===== config.mk =====
export PLATFORM = sky130hd
export DESIGN_NAME = bscan_chain
export DESIGN_NICKNAME = d
export VERILOG_FILES = /design/src/rtl/bscan_pkg.sv /design/src/rtl/bscan_cells.sv /design/src/rtl/bscan_bypass.sv /design/src/rtl/bscan_pinmux.sv /design/src/rtl/bscan_chain.sv
export SDC_FILE = /design/constraint.sdc
export NUM_CORES = 1
export LEC_CHECK = 0
export BUFFER_PORTS_ARGS = -buffer_cell sky130_fd_sc_hd__clkbuf_2
export CAP_MARGIN = 40
export CORE_MARGIN = 2
export CORE_UTILIZATION = 40
export DETAILED_ROUTE_END_ITERATION = 12
export PLACE_DENSITY = 0.77
export SLEW_MARGIN = 20
export SYNTH_ARGS = -nofsm -noshare
export SYNTH_HDL_FRONTEND = slang
export SYNTH_SLANG_ARGS = --single-unit
export TNS_END_PERCENT = 10

===== constraint.sdc =====
create_clock -name tck -period 1.5 [get_ports tck]
set_input_delay 0.225 -clock tck [delete_from_list [all_inputs] [get_ports tck]]
set_output_delay 0.225 -clock tck [all_outputs]
set_load 0.02 [all_outputs]

===== src/rtl/bscan_pkg.sv =====
// Package: shared mode codes and the control word derived from them.
// Assumes codes 5..7 behave like code 0.
package bscan_pkg;

    typedef enum logic [2:0] {
        MODE_OTHER  = 3'd0,
        MODE_SAMPLE = 3'd1,
        MODE_EXTEST = 3'd2,
        MODE_CLAMP  = 3'd3,
        MODE_HIGHZ  = 3'd4
    } bs_mode_e;

    typedef struct packed {
        logic chain_sel;  // boundary chain is the data register
        logic pin_latch;  // pads come from update latches
        logic pin_off;    // pads forced off
    } bs_ctrl_t;

    // Turn a mode code into the control word.
    function automatic bs_ctrl_t decode_mode(input logic [2:0] code);
        bs_ctrl_t c;
        c = '0;
        case (code)
            MODE_SAMPLE: c.chain_sel = 1'b1;
            MODE_EXTEST: begin c.chain_sel = 1'b1; c.pin_latch = 1'b1; end
            MODE_CLAMP:  c.pin_latch = 1'b1;
            MODE_HIGHZ:  c.pin_off = 1'b1;
            default:     c = '0;
        endcase
        return c;
    endfunction

endpackage


===== src/rtl/bscan_cells.sv =====
// Module: shift stages of the boundary chain plus the update latches of the
// output-pin cells. Assumes strobes are stable around both TCK edges.
module bscan_cells #(
    parameter int N_IN  = 3,
    parameter int N_OUT = 2,
    localparam int LEN  = N_IN + 2 * N_OUT
) (
    input  logic                 tck,
    input  logic                 trst_n,
    input  logic                 sel,
    input  logic                 capture_dr,
    input  logic                 shift_dr,
    input  logic                 update_dr,
    input  logic                 tdi,
    input  logic [LEN-1:0]       cap_vec,
    output logic [LEN-1:0]       shift_q,
    output logic [2*N_OUT-1:0]   upd_q
);

    // Capture parallel values or shift toward TDO on the rising edge.
    always_ff @(posedge tck) begin
        if (!trst_n)
            shift_q <= '0;
        else if (sel && capture_dr)
            shift_q <= cap_vec;
        else if (sel && shift_dr)
            shift_q <= {tdi, shift_q[LEN-1:1]};
    end

    // Copy the output-pin cells into the update latches on the falling edge.
    always_ff @(negedge tck) begin
        if (!trst_n)
            upd_q <= '0;
        else if (sel && update_dr)
            upd_q <= shift_q[LEN-1:N_IN];
    end

endmodule


===== src/rtl/bscan_bypass.sv =====
// Module: one-bit bypass stage used whenever the chain is not selected.
module bscan_bypass (
    input  logic tck,
    input  logic trst_n,
    input  logic sel,
    input  logic capture_dr,
    input  logic shift_dr,
    input  logic tdi,
    output logic byp_q
);

    // Load zero on capture and tdi on shift.
    always_ff @(posedge tck) begin
        if (!trst_n)
            byp_q <= 1'b0;
        else if (sel && capture_dr)
            byp_q <= 1'b0;
        else if (sel && shift_dr)
            byp_q <= tdi;
    end

endmodule


===== src/rtl/bscan_pinmux.sv =====
// Module: per-pin selection of pad value and enable among core, latch, off.
// Assumes latch vector ordered enable at even, data at odd positions.
module bscan_pinmux
    import bscan_pkg::*;
#(
    parameter int N_OUT = 2
) (
    input  bs_ctrl_t             ctrl,
    input  logic [N_OUT-1:0]     core_out,
    input  logic [N_OUT-1:0]     core_oe,
    input  logic [2*N_OUT-1:0]   upd_q,
    output logic [N_OUT-1:0]     pad_out,
    output logic [N_OUT-1:0]     pad_oe
);

    for (genvar k = 0; k < N_OUT; k++) begin : g_pin
        // Pick the source for pin k.
        always_comb begin
            if (ctrl.pin_off) begin
                pad_out[k] = 1'b0;
                pad_oe[k]  = 1'b0;
            end else if (ctrl.pin_latch) begin
                pad_out[k] = upd_q[2*k+1];
                pad_oe[k]  = upd_q[2*k];
            end else begin
                pad_out[k] = core_out[k];
                pad_oe[k]  = core_oe[k];
            end
        end
    end

endmodule


===== src/rtl/bscan_chain.sv =====
// Module: top of the boundary-scan chain. Selects chain or bypass, builds the
// capture vector and drives the pads. TAP and instruction decode are external.
module bscan_chain
    import bscan_pkg::*;
#(
    parameter int N_IN  = 3,
    parameter int N_OUT = 2
) (
    input  logic               tck,
    input  logic               trst_n,
    input  logic [2:0]         mode,
    input  logic               capture_dr,
    input  logic               shift_dr,
    input  logic               update_dr,
    input  logic               tdi,
    input  logic [N_OUT-1:0]   core_out,
    input  logic [N_OUT-1:0]   core_oe,
    input  logic [N_IN-1:0]    pad_in,
    output logic               tdo,
    output logic [N_OUT-1:0]   pad_out,
    output logic [N_OUT-1:0]   pad_oe
);

    localparam int LEN = N_IN + 2 * N_OUT;

    bs_ctrl_t           ctrl;
    logic [LEN-1:0]     cap_vec;
    logic [LEN-1:0]     shift_q;
    logic [2*N_OUT-1:0] upd_q;
    logic               byp_q;
    logic               chain_sel;

    // Decode the mode into selection controls.
    always_comb ctrl = decode_mode(mode);
    assign chain_sel = ctrl.chain_sel;

    // Input cells sit at the TDO end.
    for (genvar j = 0; j < N_IN; j++) begin : g_in
        assign cap_vec[j] = pad_in[j];
    end
    // Each output pin: enable cell, then data cell nearer TDI.
    for (genvar k = 0; k < N_OUT; k++) begin : g_out
        assign cap_vec[N_IN+2*k]   = core_oe[k];
        assign cap_vec[N_IN+2*k+1] = core_out[k];
    end

    bscan_cells #(.N_IN(N_IN), .N_OUT(N_OUT)) u_cells (
        .tck(tck), .trst_n(trst_n), .sel(chain_sel),
        .capture_dr(capture_dr), .shift_dr(shift_dr), .update_dr(update_dr),
        .tdi(tdi), .cap_vec(cap_vec), .shift_q(shift_q), .upd_q(upd_q)
    );

    bscan_bypass u_byp (
        .tck(tck), .trst_n(trst_n), .sel(!chain_sel),
        .capture_dr(capture_dr), .shift_dr(shift_dr),
        .tdi(tdi), .byp_q(byp_q)
    );

    bscan_pinmux #(.N_OUT(N_OUT)) u_mux (
        .ctrl(ctrl), .core_out(core_out), .core_oe(core_oe),
        .upd_q(upd_q), .pad_out(pad_out), .pad_oe(pad_oe)
    );

    // Serial output from whichever register is selected.
    assign tdo = chain_sel ? shift_q[0] : byp_q;

endmodule


======== Yosys cells after proc, flatten, opt, wreduce, memory -nomap -nowiden ========
Cells that the tools add are included.
cells by class
  $add $sub $neg .......................... 0
  magnitude comparators ................... 0
  bitwise operators ....................... 1
  multipliers ............................. 0
  shift-type cells ........................ 0
  div/mod/pow operators ................... 0
  reduce and logical (&&, ||, !) cells .... 10
  equality and inequality tests ........... 4
  multiplexer cells ....................... 14
operators with widths
  cell                                                             count
  7-bit two-way mux                                                2
  1-bit two-way mux                                                12
  3-bit by 2-bit == test with 1-bit output, second input constant  2
  2-bit OR reduction                                               3
  1-bit logical AND                                                5
  3-bit by 1-bit == test with 1-bit output, second input constant  1
  3-bit == test, second input constant                             1
  2-bit nonzero test                                               1
  1-bit logical NOT                                                1
  1-bit NOT                                                        1
storage, ports and cells
  memory bits (writable) .................. 0
  bits in read-only memories .............. 0
  latch bits .............................. 0
  memories kept ........................... 0
  input bits .............................. 16
  register bits ........................... 12

======== Logic depth before layout (Yosys ltp) ========
Gate-level depths: netlist (run 1).
  depth after elaboration ................. 6
  gate-level depth with buffers ........... 4
  depth with buffers taken out ............ 3

======== Modules after synthesis ========
From an unflattened synthesis (run 1), not the netlist that was laid out.
second synthesis, totals
  cell total of the unflattened synthesis .. 73
  area, all modules ....................... 639.4 um^2
by module, submodules not included
  module        area each (um^2)  cells an instance  sequential area each (um^2)  times used
  bscan_cells   481.7             52                 220.2                        1
  bscan_pinmux  60.1              9                  0.0                          1
  bscan_bypass  50.0              6                  20.0                         1
  bscan_chain   47.5              6                  0.0                          1

==> results of run 1 <==
## metal layers
layer  GRT usage  up-vias
met5           0        -
met4     0.07273        0
met3     0.02449        2
met2      0.2912       14
met1      0.2143      297
li1            -      332
## sequential cells by signal, summed over array words and instances (netlist names)
| name | count |
|---|---|
| u_cells.upd_q | 4 |
| u_byp.byp_q | 1 |
| u_cells.shift_q | 7 |
## power by group through the flow
stage / sequential (mW) / clock (mW) / combinational (mW)
after floorplan: 0.339 / 0.0208 / 0.0822
after global placement: 0.340 / 0.0208 / 0.143
after detailed placement: 0.340 / 0.0208 / 0.147
after CTS: 0.334 / 0.339 / 0.152
after global routing: 0.335 / 0.357 / 0.170
final: 0.334 / 0.327 / 0.156
## worst min path at each step
| stage | slack, ps | end | depth (start not counted) |
|---|---|---|---|
| 5_1_grt | 240 | u_cells.shift_q[1] | 3 |
| 6_report | 240 | u_cells.shift_q[1] | 3 |
| 2_1_floorplan | 390 | u_cells.shift_q[0] | 2 |
| 3_5_place_dp | 460 | u_cells.upd_q[1] | 2 |
| 3_3_place_gp | 460 | u_cells.upd_q[0] | 2 |
| 4_1_cts | 240 | u_cells.shift_q[1] | 3 |
## tightest hold or removal path: stages
cell                       delay (ps)
sky130_fd_sc_hd__clkbuf_2          70
sky130_fd_sc_hd__a21oi_1           50
sky130_fd_sc_hd__o22ai_1          120
## repair_timing
item / CTS / global route
pin swaps: 1 / 1
cloned: 0 / 0
resized for setup: 7 / 7
hold endpoints to repair: 0 / 0
setup endpoints to repair: 6 / 6
## logic make-up after synthesis
| kind of cell | Yosys count |
|---|---|
| AO/OA/AOI/OAI | 16 |
| XOR/XNOR | 2 |
| buffers and inverters | 6 |
| flip-flops | 12 |
| multiplexers | 9 |
| AND/OR/NAND/NOR | 31 |
## synth_stat cells
cell type                  number  area share
sky130_fd_sc_hd__a21oi_1        8       0.062
sky130_fd_sc_hd__buf_6          1       0.018
sky130_fd_sc_hd__mux2i_1        8        0.12
sky130_fd_sc_hd__inv_1          2       0.012
sky130_fd_sc_hd__nand2_1       13       0.076
sky130_fd_sc_hd__xor2_1         1       0.014
sky130_fd_sc_hd__xnor2_1        1       0.014
sky130_fd_sc_hd__mux2_1         1       0.018
sky130_fd_sc_hd__nor3_1         1      0.0078
sky130_fd_sc_hd__nor2_1         6       0.035
sky130_fd_sc_hd__clkbuf_2       1      0.0078
sky130_fd_sc_hd__o22ai_1        8       0.078
sky130_fd_sc_hd__nand3_1        1      0.0078
sky130_fd_sc_hd__nor3_4         1       0.025
sky130_fd_sc_hd__and3_1         1      0.0098
sky130_fd_sc_hd__dfxtp_1       12        0.37
sky130_fd_sc_hd__nand2b_1       1      0.0098
sky130_fd_sc_hd__clkbuf_1       2       0.012
sky130_fd_sc_hd__and3b_1        7       0.096
## cell usage in the layout, fill, tap and decap left out, drive strengths merged, types with 2 or more instances in the layout
cell type / Yosys / final
and3b: 7 / 7
a21oi: 8 / 8
nor2: 6 / 6
clkbuf: 3 / 19
mux2i: 8 / 8
nand2: 13 / 13
dfxtp: 12 / 12
nor3: 2 / 2
inv: 2 / 5
buf: 1 / 12
o22ai: 8 / 8
## metrics by stage
| step | cell area [um^2] | worst slack, ps |
|---|---|---|
| after detailed placement | 805.8 | -329.5 |
| after global placement | 805.8 | -293.1 |
| after CTS | 870.8 | -487.5 |
| after floorplan | 649.4 | -136.2 |
| final | 884.6 | -465.1 |
| after global routing | 884.6 | -511.7 |
## area by class of cell
cell class / count / area, um^2 / area share
clock buffer: 3 / 22.52 / 0.02546
inverter: 1 / 3.754 / 0.004243
multi-input combinational: 58 / 392.9 / 0.4441
tap: 16 / 20.02 / 0.02263
sequential: 12 / 242.7 / 0.2744
clock inverter: 5 / 32.53 / 0.03678
timing repair buffer: 28 / 170.2 / 0.1924
==> results.py, run 1 <==
metrics = {
    "outcome": {
        "run_status": "finished with violations",
        "failed_checks": "negative setup slack",
    },
    "detailed_routing": {
        "drt_pass1_iterations": 4,
        "route.top_layer_used": "met4",
        "drt-wirelength-per-cell_um": 11.94,
        "routed-via-count": 645,
        "routedLengthMet1_um": 649,
        "remaining_drc_errors": 0,
        "wire_length_on_met2_um": 734,
        "avgViaCountPerCell": 5.244,
        "detailedRoute.firstIterationViolations": 13,
        "post_route_antenna_net_violation_count": 0,
        "route.final.wire_length_um": 1469,
        "routed-wl-met3_um": 62,
    },
    "finish": {
        "fill_cells": 137,
        "final_util": 0.5872,
        "finalNetCount": 124,
        "drive_above_1_share": 0.3645,
        "layout-area-overhead-vs-synth_pct": 37.82,
        "antenna-diode-count": 0,
        "final_non_filler_cells": 123,
    },
    "power": {
        "switching_share": 0.2625,
        "totalPowerFinal_mw": 0.8169,
        "power_density_nw_per_um2": 923.5,
        "internal-power_mw": 0.6025,
        "pwr-share-seq": 0.409,
        "peakVddDrop_mv": 0.4451,
        "leakagePower_nw": 0.4482,
        "p_switching_mw": 0.2145,
        "pwr-share-comb": 0.191,
        "clock_power_share": 0.400,
    },
    "global_routing": {
        "antenna_violations_before_repair": 0,
        "maximum_number_of_pins_on_one_net_before_global_route_repair": 16,
        "global_route.usage.total": 0.1708,
        "grt_pass1_vias": 608,
        "grt_pass1_wl_um": 2477,
        "gr-total-overflow": 0,
    },
    "sta": {
        "hold_viol": 0,
        "max_slew_margin": 0.7818,
        "finalSetupViolations": 4,
        "finalMaxSlewViolations": 0,
        "tightest_slew_ps": 326.2,
        "grt_setup_unrepaired": "true",
        "final_setup_skew_ps": 55.41,
        "finalHoldWorstSlack_ps": 243.3,
        "fin_tns_setup_ps": -1753,
        "layout_setup_ws_ps": -465.1,
    },
    "die": {
        "dieWidth_um": 44.06,
        "fp-row-count": 14,
        "initial_util": 0.4261,
        "ios": 21,
        "fp.coreArea_um2": 1506,
        "die_h_um": 44.06,
        "die-area_um2": 1941,
    },
    "worst_hold_path": {
        "worst_hold_path_type": "in -> reg",
        "worstHoldStart": "pad_in[1]",
    },
    "setup_path": {
        "cp_arrival_ps": 1740,
        "timing.reg2reg.worst_path_depth": 2,
        "worst_path_dominant_cell_family": "flip-flops",
        "critical-path-max-stage-delay_ps": 310,
        "cp.buffers_inverters": 1,
        "timing.rr.end": "u_cells.upd_q[2]",
        "crit_chain": "mux2i_1, nor2_1, buf_4",
        "critical_path_depth": 3,
        "worstSetupPathType": "reg -> out",
        "timing.critical_path.from_type": "flop",
        "worst_setup_ep": "pad_oe[0]",
        "r2r_setup_slack_ps": 190,
        "timing.critical_path.slowest_stage_cell": "sky130_fd_sc_hd__dfxtp_2",
        "worst_setup_end_kind": "primary output",
        "critPathRequiredTime_ps": 1270,
        "worst-path-max-fanout": 2,
        "timing.critical_path.from": "u_cells.upd_q[0]",
        "worstReg2RegStart": "u_cells.shift_q[5]",
    },
    "cts": {
        "cts_setup_buffers": 0,
        "holdBufCountCts": 0,
        "cts_made_buffers": 3,
        "clock_tree_from_tritoncts": "done",
        "worstSkewPairLatency_ps": 330,
        "cts-root-buf": "sky130_fd_sc_hd__clkbuf_4",
        "clkTransAtPathRegs_ps": 70,
        "cts_num_sinks": 12,
        "cts-htree-levels": 1,
        "cts_max_path_buffers": 2,
    },
    "synthesis": {
        "synth_cells": 76,
        "synth-warning-count": 0,
        "synth_compound_area_frac": 0.1404,
        "synthesis.area_per_instance_um2": 8.446,
        "combinational_family_with_the_most_area_after_synthesis": "simple AND/OR/NAND/NOR gates",
        "synth_nets": 92,
        "synthXorXnorAreaFrac": 0.02729,
        "count_of_unique_library_cells_instantiated_by_yosys": 19,
        "multiplexer_area_fraction_after_synthesis": 0.1423,
        "synth-adder-area-share": 0,
        "ys_ff_latch": 12,
        "synth-simple-area-share": 0.2671,
        "synth_area_um2": 641.9,
        "seq_area_frac_synth": 0.3743,
    },
    "placement": {
        "place.detailed.hpwl_um": 1146,
        "final_replace_weighted_congestion": 0.7219,
        "dp_cells": 116,
        "port_buffers": 20,
    },
    "flow_run": {
        "drv.max_cap_violation_count": 0,
    },
}
Note: power is estimated with default switching activity, not from simulation.
==> run 2, diff against run 1 <==
CORE_ASPECT_RATIO = 0.9   (was not set)
SETUP_SLACK_MARGIN = 0.2   (was not set)
==> run 2 against run 1 <==
Net effect: the run still ends with negative setup slack left; final area grew 2.4%; routed wire length grew 2.9%; worst hold slack gained 16 ps; critical path type unchanged; clock skew grew 16 ps; non-clock buffer count is the same; worst setup slack gained 16 ps; power shrank 8.7%; die area is essentially flat; combinational power grew 3%.
==> results.py, run 2 (synthesized netlist as in run 1, its figures left out) <==
metrics = {
    "outcome": {
        "run_status": "finished with violations",
        "failed_checks": "negative setup slack",
    },
    "power": {
        "p_switching_mw": 0.2242,
        "totalPowerFinal_mw": 0.7457,
        "leakagePower_nw": 0.4460,
        "internal-power_mw": 0.5216,
        "power_density_nw_per_um2": 823.2,
        "peakVddDrop_mv": 0.7534,
        "clock_power_share": 0.337,
        "pwr-share-seq": 0.448,
        "pwr-share-comb": 0.215,
        "switching_share": 0.3006,
    },
    "detailed_routing": {
        "post_route_antenna_net_violation_count": 0,
        "route.final.wire_length_um": 1512,
        "detailedRoute.firstIterationViolations": 13,
        "routed-via-count": 651,
        "drt_pass1_iterations": 4,
        "remaining_drc_errors": 0,
        "drt-wirelength-per-cell_um": 11.72,
        "avgViaCountPerCell": 5.047,
    },
    "die": {
        "die_h_um": 42.01,
        "dieWidth_um": 46.23,
        "ios": 21,
        "die-area_um2": 1942,
        "fp.coreArea_um2": 1480,
        "initial_util": 0.4336,
        "fp-row-count": 13,
    },
    "sta": {
        "final_setup_skew_ps": 71.51,
        "finalMaxSlewViolations": 0,
        "hold_viol": 0,
        "grt_setup_unrepaired": "true",
        "tightest_slew_ps": 317.5,
        "layout_setup_ws_ps": -449.5,
        "finalSetupViolations": 4,
        "max_slew_margin": 0.7876,
    },
    "placement": {
        "place.detailed.hpwl_um": 1140,
        "final_replace_weighted_congestion": 0.7860,
        "dp_cells": 121,
        "placement.cell_area_um2": 805.8,
        "port_buffers": 20,
    },
    "finish": {
        "max_ffs_per_register": 7,
        "largest_registers_in_the_final_layout": "u_cells.shift_q: 7 flops, u_cells.upd_q: 4 flops, u_byp.byp_q: 1 flops",
        "antenna-diode-count": 0,
        "layout-area-overhead-vs-synth_pct": 41.13,
        "largest_register": "u_cells.shift_q",
        "highest_count_cells_in_the_layout_ignoring_fill_and_taps": "sky130_fd_sc_hd__clkbuf_2 (14), sky130_fd_sc_hd__nand2_1 (13), sky130_fd_sc_hd__buf_4 (12)",
        "finalNetCount": 124,
        "layout.cells.most_common": "sky130_fd_sc_hd__clkbuf_2",
        "final_non_filler_cells": 129,
        "drive_above_1_share": 0.3832,
        "final_design_area_no_fill_um2": 905.9,
    },
    "setup_path": {
        "timing.critical_path.from_type": "flop",
        "worst_setup_end_kind": "primary output",
        "critPathRequiredTime_ps": 1270,
        "worst-path-max-fanout": 2,
        "timing.reg2reg.worst_path_depth": 2,
        "cp_arrival_ps": 1720,
        "worstSetupPathType": "reg -> out",
    },
    "global_routing": {
        "gr-total-overflow": 0,
        "grt_pass1_wl_um": 2366,
        "grt_pass1_vias": 534,
        "global_route.usage.total": 0.1711,
        "maximum_number_of_pins_on_one_net_before_global_route_repair": 16,
        "antenna_violations_before_repair": 0,
    },
    "cts": {
        "clkTransAtPathRegs_ps": 70,
        "cts_num_sinks": 12,
        "cts-root-buf": "sky130_fd_sc_hd__clkbuf_4",
        "clock_tree_from_tritoncts": "done",
        "cts_made_buffers": 3,
        "worstSkewPairLatency_ps": 340,
        "cts_max_path_buffers": 2,
        "cts-htree-levels": 1,
        "holdBufCountCts": 0,
    },
    "flow_run": {
        "drv.max_cap_violation_count": 0,
    },
    "worst_hold_path": {
        "worst_hold_path_type": "in -> reg",
        "hold-path-cell-count": 3,
    },
}
run 2: power groups by stage:
stage	sequential, mW	combinational, mW	clock, mW
2_1_floorplan	0.339	0.0822	0.0208
3_3_place_gp	0.340	0.140	0.0208
3_5_place_dp	0.341	0.141	0.0208
4_1_cts	0.334	0.159	0.260
5_1_grt	0.335	0.173	0.288
6_report	0.334	0.160	0.251
run 2: layout make-up:
type	instances	area, um^2
Tap cell	22	27.53
Clock inverter	5	20.02
Timing Repair Buffer	28	182.7
Sequential cell	12	245.2
Inverter	1	3.754
Fill cell	138	574.3
Clock buffer	3	22.52
Multi-Input combinational cell	58	404.1
run 2: critical path, cell delays in order, from the launching register on:
cell and delay [ps]:
sky130_fd_sc_hd__dfxtp_2 310, sky130_fd_sc_hd__mux2i_1 120, sky130_fd_sc_hd__nor2_1 60, sky130_fd_sc_hd__buf_4 150
run 2: final timing paths:
check / from / endpoint / slack, ps
setup reg to reg: u_cells.shift_q[6] / u_cells.upd_q[3] / 170
hold / removal: pad_in[2] / u_cells.shift_q[2] / 260
hold reg to reg: u_cells.upd_q[2] / u_cells.upd_q[2] / 460
setup / recovery: u_cells.upd_q[0] / pad_oe[0] / -450
run 2: metal layers:
layer,up-vias,GRT usage,routed length (um)
met5,-,0,0
met4,0,0.03429,9
met3,2,0.06466,114
met2,24,0.2361,652
met1,293,0.2513,735
li1,332,-,-
run 2: per-stage QoR:
stage	utilization	hold slack, ps	TNS (ps)	setup slack (ps)
finish	0.6120	258.8	-1761	-449.5
global route	0.6120	242.9	-1990	-514.0
CTS	0.6052	245.9	-1862	-482.6
detailed placement	0.5444	459.0	-1939	-343.9
global placement	0.5444	453.2	-1740	-297.9
floorplan	-	386.9	-1037	-136.2
run 2: what timing repair did:
item                                   in CTS  in global routing
endpoints found under the hold margin       0                  0
gates resized for setup                    14                  6
setup endpoints to repair                   9                  9
pin swaps                                   3                  2
setup buffers                               0                  1
